[config.mk]
export PLATFORM = sky130hd
export DESIGN_NAME = cam_lookup_seq
export DESIGN_NICKNAME = d
export VERILOG_FILES = /design/src/rtl/cam_lookup_pkg.sv /design/src/rtl/cam_seq_fsm.sv /design/src/rtl/cam_bus_master.sv /design/src/rtl/cam_result_reg.sv /design/src/rtl/cam_lookup_seq.sv
export SDC_FILE = /design/constraint.sdc
export NUM_CORES = 1
export LEC_CHECK = 0
export BUFFER_PORTS_ARGS = -buffer_cell sky130_fd_sc_hd__buf_4
export CORE_MARGIN = 3
export CORE_UTILIZATION = 45
export CTS_CLUSTER_DIAMETER = 200
export CTS_CLUSTER_SIZE = 10
export DETAILED_ROUTE_END_ITERATION = 10
export PLACE_DENSITY = 0.82
export SYNTH_ARGS = -nofsm -noshare
export SYNTH_HDL_FRONTEND = slang
export SYNTH_SLANG_ARGS = --single-unit
[constraint.sdc]
create_clock -name clk -period 4.35 [get_ports clk]
set_clock_uncertainty 0.1 [all_clocks]
set_input_delay 0.2175 -clock clk [delete_from_list [all_inputs] [get_ports clk]]
set_output_delay 0.2175 -clock clk [all_outputs]
set_load 0.02 [all_outputs]
[src/rtl/cam_lookup_pkg.sv]
package cam_lookup_pkg;

  typedef enum logic [2:0] {
    PH_IDLE  = 3'd0,
    PH_WR_HI = 3'd1,
    PH_WR_LO = 3'd2,
    PH_RD    = 3'd3,
    PH_DONE  = 3'd4
  } phase_t;

endpackage

[src/rtl/cam_seq_fsm.sv]
module cam_seq_fsm
  import cam_lookup_pkg::*;
(
  input  logic   clk,
  input  logic   rst_n,
  input  logic   req_valid,
  input  logic   promisc_en,
  input  logic   beat_ack,
  input  logic   beat_expire,
  output phase_t phase,
  output logic   req_ready,
  output logic   req_fire,
  output logic   res_done
);

  phase_t phase_nx;

  assign req_ready = (phase == PH_IDLE);
  assign req_fire  = req_ready && req_valid;
  assign res_done  = (phase == PH_DONE);

  always_comb begin
    phase_nx = phase;
    unique case (phase)
      PH_IDLE: begin
        if (req_valid) phase_nx = promisc_en ? PH_WR_HI : PH_DONE;
      end
      PH_WR_HI: begin
        if (beat_ack)         phase_nx = PH_WR_LO;
        else if (beat_expire) phase_nx = PH_DONE;
      end
      PH_WR_LO: begin
        if (beat_ack)         phase_nx = PH_RD;
        else if (beat_expire) phase_nx = PH_DONE;
      end
      PH_RD: begin
        if (beat_ack || beat_expire) phase_nx = PH_DONE;
      end
      PH_DONE:  phase_nx = PH_IDLE;
      default:  phase_nx = PH_IDLE;
    endcase
  end

  always_ff @(posedge clk or negedge rst_n) begin
    if (!rst_n) phase <= PH_IDLE;
    else        phase <= phase_nx;
  end

  // the result strobe never lasts two cycles
  a_r5_done_single: assert property (@(posedge clk) disable iff (!rst_n)
    res_done |=> !res_done);

  // a bypassed request finishes in the following cycle
  a_r6_bypass_next: assert property (@(posedge clk) disable iff (!rst_n)
    (req_fire && !promisc_en) |=> res_done);

  // watchdog expiry aborts to the result cycle
  a_r8_expire_aborts: assert property (@(posedge clk) disable iff (!rst_n)
    beat_expire |=> (res_done && $past(phase) != PH_IDLE));

endmodule

[src/rtl/cam_bus_master.sv]
module cam_bus_master
  import cam_lookup_pkg::*;
#(
  parameter int BUS_W       = 32,
  parameter int ACK_TIMEOUT = 16,
  localparam int KEY_W      = 2 * BUS_W,
  localparam int CNT_W      = $clog2(ACK_TIMEOUT + 2)
) (
  input  logic             clk,
  input  logic             rst_n,
  input  phase_t           phase,
  input  logic             req_fire,
  input  logic [KEY_W-1:0] req_key,
  input  logic             cam_ack,
  output logic             cam_wr,
  output logic             cam_rd,
  output logic [BUS_W-1:0] cam_wdata,
  output logic             beat_ack,
  output logic             beat_expire
);

  logic [KEY_W-1:0] key_q;
  logic             active;

  always_ff @(posedge clk or negedge rst_n) begin
    if (!rst_n)        key_q <= '0;
    else if (req_fire) key_q <= req_key;
  end

  assign cam_wr   = (phase == PH_WR_HI) || (phase == PH_WR_LO);
  assign cam_rd   = (phase == PH_RD);
  assign active   = cam_wr || cam_rd;
  assign beat_ack = active && cam_ack;

  always_comb begin
    cam_wdata = '0;
    if (phase == PH_WR_HI)      cam_wdata = key_q[KEY_W-1:BUS_W];
    else if (phase == PH_WR_LO) cam_wdata = key_q[BUS_W-1:0];
  end

  generate
    if (ACK_TIMEOUT > 0) begin : g_watchdog
      logic [CNT_W-1:0] wait_q;
      always_ff @(posedge clk or negedge rst_n) begin
        if (!rst_n)                 wait_q <= '0;
        else if (!active || cam_ack) wait_q <= '0;
        else                        wait_q <= wait_q + 1'b1;
      end
      assign beat_expire = active && !cam_ack && (wait_q == CNT_W'(ACK_TIMEOUT - 1));
    end else begin : g_no_watchdog
      assign beat_expire = 1'b0;
    end
  endgenerate

  // never a write and a read on the same cycle
  a_r1_one_strobe: assert property (@(posedge clk) disable iff (!rst_n)
    !(cam_wr && cam_rd));

  // an unacknowledged write stays on the bus unchanged
  a_r2_write_held: assert property (@(posedge clk) disable iff (!rst_n)
    (cam_wr && !cam_ack && !beat_expire) |=> (cam_wr && $stable(cam_wdata)));

  // an unacknowledged read stays on the bus
  a_r2_read_held: assert property (@(posedge clk) disable iff (!rst_n)
    (cam_rd && !cam_ack && !beat_expire) |=> cam_rd);

endmodule

[src/rtl/cam_result_reg.sv]
module cam_result_reg #(
  parameter int BUS_W = 32,
  parameter int TAG_W = 16
) (
  input  logic             clk,
  input  logic             rst_n,
  input  logic             req_fire,
  input  logic             rd_ack,
  input  logic             verdict_bit,
  input  logic [TAG_W-1:0] verdict_tag,
  input  logic             beat_expire,
  output logic             res_reject,
  output logic             res_tag_vld,
  output logic [TAG_W-1:0] res_tag,
  output logic             res_timeout
);

  always_ff @(posedge clk or negedge rst_n) begin
    if (!rst_n) begin
      res_reject  <= 1'b0;
      res_tag_vld <= 1'b0;
      res_tag     <= '0;
      res_timeout <= 1'b0;
    end else if (req_fire) begin
      res_reject  <= 1'b0;
      res_tag_vld <= 1'b0;
      res_tag     <= '0;
      res_timeout <= 1'b0;
    end else if (rd_ack) begin
      res_reject  <= verdict_bit;
      res_tag_vld <= !verdict_bit;
      res_tag     <= verdict_bit ? '0 : verdict_tag;
    end else if (beat_expire) begin
      res_reject  <= 1'b1;
      res_tag_vld <= 1'b0;
      res_timeout <= 1'b1;
    end
  end

  // a rejected frame never carries a tag
  a_r3_reject_no_tag: assert property (@(posedge clk) disable iff (!rst_n)
    res_reject |-> !res_tag_vld);

  // an accepted verdict exposes its low half as the tag
  a_r4_tag_capture: assert property (@(posedge clk) disable iff (!rst_n)
    (rd_ack && !verdict_bit) |=> (res_tag_vld && res_tag == $past(verdict_tag)));

  // a timeout is always reported as a rejection
  a_r8_timeout_rejects: assert property (@(posedge clk) disable iff (!rst_n)
    res_timeout |-> res_reject);

endmodule

[src/rtl/cam_lookup_seq.sv]
module cam_lookup_seq
  import cam_lookup_pkg::*;
#(
  parameter int BUS_W       = 32,
  parameter int TAG_W       = 16,
  parameter int ACK_TIMEOUT = 16,
  localparam int KEY_W      = 2 * BUS_W
) (
  input  logic             clk,
  input  logic             rst_n,
  input  logic             promisc_en,
  input  logic             req_valid,
  output logic             req_ready,
  input  logic [KEY_W-1:0] req_key,
  output logic             cam_wr,
  output logic             cam_rd,
  output logic [BUS_W-1:0] cam_wdata,
  input  logic [BUS_W-1:0] cam_rdata,
  input  logic             cam_ack,
  output logic             res_done,
  output logic             res_reject,
  output logic             res_tag_vld,
  output logic [TAG_W-1:0] res_tag,
  output logic             res_timeout
);

  phase_t phase;
  logic   req_fire;
  logic   beat_ack;
  logic   beat_expire;
  logic   rd_ack;
  logic   unused_rdata_bits;

  assign rd_ack            = beat_ack && (phase == PH_RD);
  assign unused_rdata_bits = ^cam_rdata[BUS_W-2:TAG_W];

  cam_seq_fsm u_fsm (
    .clk         (clk),
    .rst_n       (rst_n),
    .req_valid   (req_valid),
    .promisc_en  (promisc_en),
    .beat_ack    (beat_ack),
    .beat_expire (beat_expire),
    .phase       (phase),
    .req_ready   (req_ready),
    .req_fire    (req_fire),
    .res_done    (res_done)
  );

  cam_bus_master #(
    .BUS_W       (BUS_W),
    .ACK_TIMEOUT (ACK_TIMEOUT)
  ) u_bus (
    .clk         (clk),
    .rst_n       (rst_n),
    .phase       (phase),
    .req_fire    (req_fire),
    .req_key     (req_key),
    .cam_ack     (cam_ack),
    .cam_wr      (cam_wr),
    .cam_rd      (cam_rd),
    .cam_wdata   (cam_wdata),
    .beat_ack    (beat_ack),
    .beat_expire (beat_expire)
  );

  cam_result_reg #(
    .BUS_W (BUS_W),
    .TAG_W (TAG_W)
  ) u_result (
    .clk         (clk),
    .rst_n       (rst_n),
    .req_fire    (req_fire),
    .rd_ack      (rd_ack),
    .verdict_bit (cam_rdata[BUS_W-1]),
    .verdict_tag (cam_rdata[TAG_W-1:0]),
    .beat_expire (beat_expire),
    .res_reject  (res_reject),
    .res_tag_vld (res_tag_vld),
    .res_tag     (res_tag),
    .res_timeout (res_timeout)
  );

  // nothing is on the CAM bus while a request may be taken
  a_r7_idle_quiet: assert property (@(posedge clk) disable iff (!rst_n)
    req_ready |-> (!cam_wr && !cam_rd));

endmodule

==> results of run 1 <==
==> area by class of cell <==
cell class	count	area [um2]	share of cell area [%]
clock inverter	5	62.6	1.05
clock buffer	11	141	2.37
inverter	3	11.3	0.189
timing repair buffer	224	1880	31.5
tap	105	131	2.21
sequential	91	2280	38.2
multi-input combinational	153	1460	24.4
==> stage by stage <==
step                      instance area, um2  setup slack, ns  cells  util (%)
after floorplan                         3880             2.64    265         -
after global placement                  4970             1.71    498      59.9
after detailed placement                4970             1.66    498      59.9
after CTS                               5950             1.57    591      71.6
after global routing                    5960             1.43    592      71.8
final                                   5960             1.62    592      71.8
==> per-layer routing <==
metal,vias up,part of all wire [%]
met5,-,0
met4,0,2.9
met3,29,4.2
met2,93,56
met1,1599,37
li1,1414,-
==> flip-flops by register name (all words and copies together) (netlist names) <==
name                     cells
u_bus.g_watchdog.wait_q      5
u_bus.key_q                 64
u_fsm.phase                  3
u_result.res_reject          1
u_result.res_tag            16
u_result.res_tag_vld         1
u_result.res_timeout         1
==> worst paths after layout <==
path                                         endpoint                       start
setup / recovery                         cam_wdata[6]              u_fsm.phase[1]
hold / removal                         u_bus.key_q[7]                  req_key[7]
setup reg to reg                      u_bus.key_q[13]              u_fsm.phase[1]
hold reg to reg            u_bus.g_watchdog.wait_q[0]  u_bus.g_watchdog.wait_q[0]
max in group asynchronous             u_bus.key_q[33]                       rst_n
min in group asynchronous             u_bus.key_q[40]                       rst_n
==> kinds of logic after synthesis <==
group                      Yosys count
AOI/OAI and AO/OA                   56
DFF                                 91
and+or+nand+nor                     28
muxes                               64
xor gates and xnor gates             3
buffers and inverters               21
adders and majority gates            2
==> cell usage in the layout, fill, tap and decap left out, types with 2 or more instances in the layout <==
| cell type | count |
|---|---|
| dlygate4sd3_1 | 78 |
| mux2_2 | 15 |
| nor2b_1 | 2 |
| nor3_1 | 4 |
| and3_1 | 3 |
| dfrtp_1 | 91 |
| mux2_1 | 49 |
| nand2_1 | 2 |
| ha_1 | 2 |
| nor2_1 | 6 |
| inv_1 | 3 |
| nor3b_4 | 2 |
| nand3_1 | 3 |
| buf_4 | 146 |
| clkinvlp_4 | 2 |
| clkinv_4 | 2 |
| clkbuf_8 | 10 |
| xor2_1 | 2 |
| a22o_1 | 49 |
| a31o_2 | 2 |
==> repair_timing <==
| item | CTS | global route |
|---|---|---|
| gates resized for setup | 0 | 0 |
| hold endpoints to repair | 121 | 1 |
| hold buffers | 77 | 1 |
==> worst register-to-register path, stage by stage, from the launching register on <==
cell and delay [ns]:
dfrtp_1 0.60, nor4b_4 1.10, buf_4 0.42, mux2_2 0.37
==> power groups by stage <==
stage	clock network, mW	registers (mW)	logic (mW)
finish	0.578	1.47	1.73
floorplan	0	1.42	1.11
detailed placement	0	1.47	1.66
CTS	0.596	1.45	1.73
global route	0.623	1.51	1.85
global placement	0	1.43	1.63
==> impl_metrics.env, run 1 <==
export IMPL_status="completed"
export IMPL_hold_path_class="in -> reg"
export IMPL_path_cells="nor3b_4, buf_4, a22o_1, buf_4"
export IMPL_synth_edf_count=0
export IMPL_final_nets=585
export IMPL_post_cts_buffers=0
export IMPL_clk_transition_reported_paths_ns=0.09
export IMPL_ys_ff_latch=91
export IMPL_p_total_mw=3.77
export IMPL_dp_hpwl_mm=6.46
export IMPL_ys_top_cells_by_count="91 x dfrtp_1, 49 x a22o_1, 49 x mux2_1, 15 x mux2_2, 10 x buf_2"
export IMPL_path_delay_family="flip-flops"
export IMPL_cp_depth=4
export IMPL_path_common_cell="buf_4"
export IMPL_area_delta_synth_final_pct=53.4
export IMPL_synthSimpleGateAreaFrac_pct=4.74
export IMPL_worstPathArrival_ns=2.42
export IMPL_finalSetupViolCount=0
export IMPL_grt_usage_pct=22.1
export IMPL_fillers=534
export IMPL_syn_nets=368
export IMPL_wl_mm=10.5
export IMPL_die_h_um=98.9
export IMPL_dieArea_mm2=0.00978
export IMPL_io_pins=156
export IMPL_slew_headroom_pct=19.0
export IMPL_holdPathStages=2
export IMPL_grt_pass1_wl_mm=17.2
export IMPL_grt_start_max_net_pins=47
export IMPL_async_flop_share_pct=100
export IMPL_cts_tree="yes"
export IMPL_power_net_switching_mw=1.41
export IMPL_muxShareOfSynthArea_pct=18.6
export IMPL_drive_gt1_share_pct=38.0
export IMPL_cp_max_fo=22
export IMPL_use_met2_pct=40.4
export IMPL_ys_flop_type="dfrtp_1"
export IMPL_ir_drop_v=0.000312
export IMPL_clk_latency_ns=0.34
export IMPL_worst_slew_pin_slew_ns=1.21
export IMPL_p_int_mw=2.37
export IMPL_antennaDiodeCount=0
export IMPL_viasPerCell=5.30
export IMPL_maxCapViolCount=0
export IMPL_cpMaxStageDelayCell="dfrtp_1"
export IMPL_yosysTopAreaCellShare_pct=58.7
export IMPL_grt_use_met1_pct=24.8
export IMPL_hold_viol=0
export IMPL_grt_pass1_vias=3483
export IMPL_synth_seq_area_share_pct=58.7
export IMPL_drt_wirelength_per_cell_um=17.8
export IMPL_initial_utilization_pct=46.8
export IMPL_critical_path_buf_inv_count=2
export IMPL_synth_compound_area_share_pct=12.5
export IMPL_io_buffer_count=140
export IMPL_synth_top_family_by_area="multiplexers"
export IMPL_cp_end_kind="output port"
export IMPL_vias=3135
export IMPL_clockBufferDepth=2
export IMPL_pwr_share_clk_pct=15.3
export IMPL_setup_tns_final_ns=0
export IMPL_synth_xor_area_share_pct=0.677
export IMPL_swShare_pct=37.3
export IMPL_p_comb_share_pct=45.8
export IMPL_drv_slew=0
export IMPL_cp_required_ns=4.03
export IMPL_synth_fa_ha_area_share_pct=0.645
export IMPL_p_per_area_mw_per_mm2=633
export IMPL_syn_inst=265
export IMPL_dr_pass1_iters=4
export IMPL_syn_area_mm2=0.00388
export IMPL_path_class="reg -> out"
export IMPL_core_mm2=0.00830
export IMPL_hold_ws_ns=0.0145
export IMPL_cpPeakStageDelay_ns=0.72
export IMPL_antenna_found_initial=0
export IMPL_fmax_mhz=366
export IMPL_grt_overflow_total=0
export IMPL_busiest_layer="met2"
export IMPL_synth_area_per_cell_um2=14.7
export IMPL_postRouteAntennaNets=0
export IMPL_cp_start_kind="flop"
export IMPL_yosys_warnings=0
export IMPL_yosysTopAreaCell="dfrtp_1"
export IMPL_yosysMostFrequentCell="dfrtp_1"
export IMPL_pwr_share_seq_pct=38.9
export IMPL_core_rowCount=33
export IMPL_cts_sinks=91
export IMPL_rr_worst_depth=3
export IMPL_route_detailed_drc=0
export IMPL_synth_cell_type_count=31
export IMPL_synthTopCellsByArea="dfrtp_1 59%, mux2_1 14%, a22o_1 11%, mux2_2 4.4%, buf_8 1.5%"
export IMPL_p_leak_nw=2.83
export IMPL_gp_congestion=0.759
export IMPL_final_period_utilization_pct=62.9
export IMPL_die_x_um=98.9
export IMPL_clock_root_buffer="clkbuf_8"
export IMPL_cts_buffers=9
export IMPL_htree_levels=3
export IMPL_fin_crit_ns=2.73
export IMPL_rsz0062_at_grt="no"
export IMPL_drt_initial_drc_count=105
export IMPL_reg2reg_slack_ns=1.64
export IMPL_grt_met3_usage_pct=4.39
No activity file was read; power rests on OpenSTA's default activity.
==> run 2: changes to the inputs <==
clock period = 2.73 ns   (was 4.35 ns; I/O delays follow)
==> run 2 against run 1 <==
Core utilization rose by 1.4 points. First-iteration DRC count rose by 6.7%. Worst setup slack got worse by 1.4 ns. Cell count rose by 0.84%. Register-to-register slack got worse by 1.0 ns. Via count fell by 2.0%. Global-route usage fell by 0.53 points. Sequential cell count did not move. Sequential power rose by 58%. Count of clock-buffer cells in the layout fell by 2. Power rose by 63%. Critical path type unchanged. Critical endpoint is now cam_wdata[15]. Largest cell class unchanged. Largest power group unchanged.
==> impl_metrics.env, run 2 (synthesis gave the netlist of run 1 again) <==
export IMPL_cp_start_kind="flop"
export IMPL_drt_wirelength_per_cell_um=17.4
export IMPL_wl_mm=10.4
export IMPL_dr_wl_met2_mm=5.72
export IMPL_top_regs="u_bus.key_q (64), u_result.res_tag (16), u_bus.g_watchdog.wait_q (5)"
export IMPL_final_nets=590
export IMPL_initial_utilization_pct=46.8
export IMPL_cp_end_kind="output port"
export IMPL_holdPathStages=3
export IMPL_ir_drop_v=0.000606
export IMPL_drv_slew=0
export IMPL_clk_latency_ns=0.35
export IMPL_path_class="reg -> out"
export IMPL_p_total_mw=6.16
export IMPL_layout_common_cells="141 x buf_4, 91 x dfrtp_1, 84 x dlygate4sd3_1"
export IMPL_dr_pass1_iters=4
export IMPL_pwr_share_clk_pct=16.4
export IMPL_grt_overflow_total=0
export IMPL_p_comb_share_pct=46.0
export IMPL_worst_slack_ns=0.229
export IMPL_cts_sinks=91
export IMPL_highest_layer="met4"
export IMPL_rsz0062_at_grt="no"
export IMPL_slew_headroom_pct=26.3
export IMPL_path_cells="nor3b_4, buf_12, a22o_1, buf_4"
export IMPL_core_mm2=0.00830
export IMPL_pwr_share_seq_pct=37.6
export IMPL_clockBufferDepth=2
export IMPL_p_per_area_mw_per_mm2=1010
export IMPL_placed_area_mm2=0.00501
export IMPL_p_int_mw=3.90
export IMPL_dieArea_mm2=0.00978
export IMPL_layout_commonest_cell="buf_4"
export IMPL_worstPathArrival_ns=2.26
export IMPL_io_buffer_count=140
export IMPL_setup_tns_final_ns=0
export IMPL_cts_buffers=9
export IMPL_fmax_mhz=400
export IMPL_worstReg2RegStart="u_fsm.phase[1]"
export IMPL_wl_met1_mm=3.97
export IMPL_grt_pass1_wl_mm=16.7
export IMPL_status="completed"
export IMPL_maxCapViolCount=0
export IMPL_cp_max_fo=24
export IMPL_instances_no_fill=597
export IMPL_cpPeakStageDelay_ns=0.72
export IMPL_die_x_um=98.9
export IMPL_grt_pass1_vias=3401
export IMPL_crit_reg2reg_capture="u_result.res_tag[1]"
export IMPL_grt_usage_pct=21.5
export IMPL_finalSetupViolCount=0
export IMPL_power_net_switching_mw=2.26
export IMPL_cts_tree="yes"
export IMPL_reg2reg_slack_ns=0.62
export IMPL_largest_reg_flops=64
export IMPL_die_h_um=98.9
export IMPL_rr_worst_depth=4
export IMPL_regMostFlops="u_bus.key_q"
export IMPL_clk_transition_reported_paths_ns=0.10
export IMPL_fin_crit_ns=2.50
export IMPL_hold_path_class="in -> reg"
export IMPL_io_pins=156
export IMPL_clock_root_buffer="clkbuf_8"
export IMPL_route_met3_wl_um=377
export IMPL_p_leak_nw=2.88
export IMPL_hp_start="req_valid"
export IMPL_htree_levels=3
export IMPL_critical_path_buf_inv_count=2
export IMPL_antenna_found_initial=1
export IMPL_vias=3073
export IMPL_gp_congestion=0.751
export IMPL_core_rowCount=33
export IMPL_grt_start_max_net_pins=92
export IMPL_cpMaxStageDelayCell="dfrtp_1"
export IMPL_dp_slack_ns=0.641
export IMPL_final_area_mm2=0.00608
export IMPL_area_delta_synth_final_pct=56.5
export IMPL_viasPerCell=5.15
export IMPL_path_delay_family="flip-flops"
export IMPL_hold_viol=0
export IMPL_dp_hpwl_mm=6.19
export IMPL_worst_slew_pin_slew_ns=1.10
export IMPL_postRouteAntennaNets=0
export IMPL_cp_required_ns=2.49
export IMPL_dp_cells=497
export IMPL_route_detailed_drc=0
export IMPL_final_period_utilization_pct=91.6
export IMPL_drive_gt1_share_pct=37.5
export IMPL_drt_initial_drc_count=112
export IMPL_min_to="u_fsm.phase[2]"
export IMPL_swShare_pct=36.7
-- run 2: tightest hold or removal path, stage by stage --
cell and delay (ns):
buf_4 0.12, nor3_1 0.13, a311oi_1 0.07
-- run 2: how the worst max path moves through the flow --
| stage | slack (ns) | endpoint | startpoint | cells after the start |
|---|---|---|---|---|
| after detailed placement | 0.64 | cam_wdata[12] | u_fsm.phase[1] | 4 |
| after global placement | 0.66 | cam_wdata[13] | u_fsm.phase[1] | 4 |
| after CTS | 0.25 | cam_wdata[12] | u_fsm.phase[1] | 4 |
| after global routing | 0.08 | cam_wdata[19] | u_fsm.phase[1] | 4 |
| final | 0.23 | cam_wdata[15] | u_fsm.phase[1] | 4 |
| after floorplan | 1.02 | u_bus.key_q[10] | u_fsm.phase[2] | 5 |
-- run 2: cell type report --
class                      instances  area, um2
tap                              105        131
antenna                            1       2.50
inverter                           3       11.3
sequential                        91       2280
timing repair buffer             229       1980
clock buffer                       9        124
clock inverter                     6       95.1
fill                             520       2220
multi-input combinational        153       1460
-- run 2: layer usage --
layer | vias up | track usage [%]
met5 | - | 0
met4 | 0 | 9.45
met3 | 22 | 3.54
met2 | 88 | 39.2
met1 | 1538 | 24.8
li1 | 1425 | -
-- run 2: repair_timing --
item                                    in CTS  in global routing
endpoints found under the setup margin       0                  0
gates resized for setup                      0                  0
hold endpoints to repair                   174                  0
hold buffers                                84                  0
buffers inserted                             0                  0
-- run 2: per-stage QoR --
stage,hold WS (ns),util [%]
after floorplan,-0.259,-
after global placement,0.253,60.4
after CTS,0.0338,73.2
after global routing,0.0482,73.2
final,0.0529,73.2
after detailed placement,0.258,60.4
-- run 2: power by group through the flow --
stage	clock network, mW	logic, mW	registers, mW
2_1_floorplan	0	1.76	2.27
3_3_place_gp	0	2.65	2.28
3_5_place_dp	0	2.72	2.33
4_1_cts	1.03	2.83	2.30
5_1_grt	1.09	3.04	2.39
6_report	1.01	2.83	2.32
==> run 3: changes to the inputs <==
CORE_ASPECT_RATIO = 1.2   (was not set)
==> run 3 against run 2 <==
Register-to-register slack improved by 0.07 ns. Fmax rose by 13%. Via count rose by 2.1%. Sequential cell count did not move. Cell count rose by 1.8%. Wire length fell by 2.0%. Count of clock-buffer cells in the layout rose by 2. Core utilization rose by 0.39 points. Sequential share of layout area rose by 0.054 points. Clock power fell by 6%. Non-clock buffer count rose by 2. Critical endpoint is now cam_wdata[11].
==> impl_metrics.env, run 3 (synthesis gave the netlist of run 1 again) <==
export IMPL_status="completed"
export IMPL_drt_wirelength_per_cell_um=16.7
export IMPL_p_leak_nw=2.88
export IMPL_antennaDiodeCount=0
export IMPL_finalSetupViolCount=0
export IMPL_layout_commonest_cell="buf_4"
export IMPL_io_pins=156
export IMPL_gp_congestion=0.811
export IMPL_dieArea_mm2=0.00978
export IMPL_grt_start_max_net_pins=92
export IMPL_setup_tns_final_ns=0
export IMPL_core_mm2=0.00824
export IMPL_cp_end_kind="output port"
export IMPL_maxCapViolCount=0
export IMPL_grt_overflow_total=0
export IMPL_ir_drop_v=0.000628
export IMPL_worst_slew_pin_slew_ns=1.11
export IMPL_cp_required_ns=2.49
export IMPL_wl_mm=10.2
export IMPL_route_detailed_drc=0
export IMPL_drv_slew=0
export IMPL_final_period_utilization_pct=81.3
export IMPL_final_nets=592
export IMPL_grt_usage_pct=22.0
export IMPL_drive_gt1_share_pct=37.9
export IMPL_core_rowCount=36
export IMPL_p_per_area_mw_per_mm2=1000
export IMPL_fmax_mhz=450
export IMPL_viasPerCell=5.16
export IMPL_antenna_found_initial=0
export IMPL_dr_pass1_iters=4
export IMPL_die_x_um=90.8
export IMPL_dp_slack_ns=0.731
export IMPL_clk_latency_ns=0.36
export IMPL_slew_headroom_pct=25.7
export IMPL_grt_pass1_vias=3446
export IMPL_regMostFlops="u_bus.key_q"
export IMPL_worst_slack_ns=0.510
export IMPL_vias=3136
export IMPL_largest_reg_flops=64
export IMPL_hold_viol=0
export IMPL_grt_pass1_wl_mm=17.1
export IMPL_initial_utilization_pct=47.1
export IMPL_clk_transition_reported_paths_ns=0.09
export IMPL_hold_path_class="in -> reg"
export IMPL_postRouteAntennaNets=0
export IMPL_drt_initial_drc_count=112
export IMPL_htree_levels=3
export IMPL_path_class="reg -> out"
export IMPL_area_delta_synth_final_pct=56.3
export IMPL_fin_crit_ns=2.22
export IMPL_fillers=522
export IMPL_io_buffer_count=140
export IMPL_clock_root_buffer="clkbuf_8"
export IMPL_cp_max_fo=18
export IMPL_cts_sinks=91
export IMPL_dp_hpwl_mm=5.91
export IMPL_worstPathArrival_ns=1.98
export IMPL_rsz0062_at_grt="no"
export IMPL_cts_buffers=9
export IMPL_cts_tree="yes"
export IMPL_cts_resized=0
export IMPL_top_regs="u_bus.key_q (64), u_result.res_tag (16), u_bus.g_watchdog.wait_q (5)"
export IMPL_clockBufferDepth=2
export IMPL_cp_start_kind="flop"
export IMPL_layout_common_cells="145 x buf_4, 91 x dfrtp_1, 84 x dlygate4sd3_1"
export IMPL_die_h_um=108
==> run 3: layout make-up <==
type                       count  area [um2]  area share, %
inverter                       3        11.3          0.186
clock buffer                  11         151           2.50
tap                          114         143           2.35
clock inverter                 5        60.1          0.990
sequential                    91        2280           37.5
multi-input combinational    153        1460           24.0
timing repair buffer         231        1970           32.5
==> run 3: critical path: stages (launching register included) <==
cell and delay [ns]:
dfrtp_1 0.69, nor3b_4 0.29, buf_4 0.28, a22o_1 0.20, buf_4 0.15
==> run 3: report_power, final <==
part | switching [mW] | internal [mW] | total [mW]
Clock | 0.471 | 0.476 | 0.947
Sequential | 0.394 | 1.93 | 2.33
Combinational | 1.37 | 1.43 | 2.80
==> run 3: layer usage <==
layer / global-route usage [%] / wire length [um] / vias to the layer above
met3: 4.83 / 486 / 27
li1: - / - / 1427
met2: 40.5 / 5510 / 101
met4: 10.1 / 270 / 0
met5: 0 / 0 / -
met1: 24.1 / 3890 / 1581
==> run 3: path summary, 6_finish.rpt <==
check / endpoint / start / depth (start not counted) / slack (ns)
hold reg to reg: u_bus.g_watchdog.wait_q[0] / u_bus.g_watchdog.wait_q[0] / 1 / 0.37
setup / recovery: cam_wdata[11] / u_fsm.phase[1] / 4 / 0.51
setup reg to reg: u_result.res_tag[9] / u_fsm.phase[1] / 4 / 0.69
hold / removal: u_fsm.phase[2] / req_valid / 3 / 0.06
min in group asynchronous: u_result.res_tag[10] / rst_n / 2 / 0.43
max in group asynchronous: u_bus.key_q[34] / rst_n / 2 / 1.37
==> run 3: metrics by stage <==
stage / util [%] / hold slack, ns / total power [mW] / cells / area [um2]
after floorplan: - / -0.259 / 4.03 / 265 / 3880
after global placement: 60.8 / 0.254 / 4.90 / 508 / 5010
after detailed placement: 60.8 / 0.257 / 5.02 / 508 / 5010
after CTS: 73.6 / 0.0441 / 6.06 / 608 / 6070
after global routing: 73.6 / 0.0392 / 6.43 / 608 / 6070
final: 73.6 / 0.0578 / 6.08 / 608 / 6070
==> run 3: timing repair <==
item / CTS / global route
hold buffers: 84 / 0
buffers inserted: 0 / 0
hold endpoints to repair: 174 / 0
setup endpoints to repair: 0 / 0
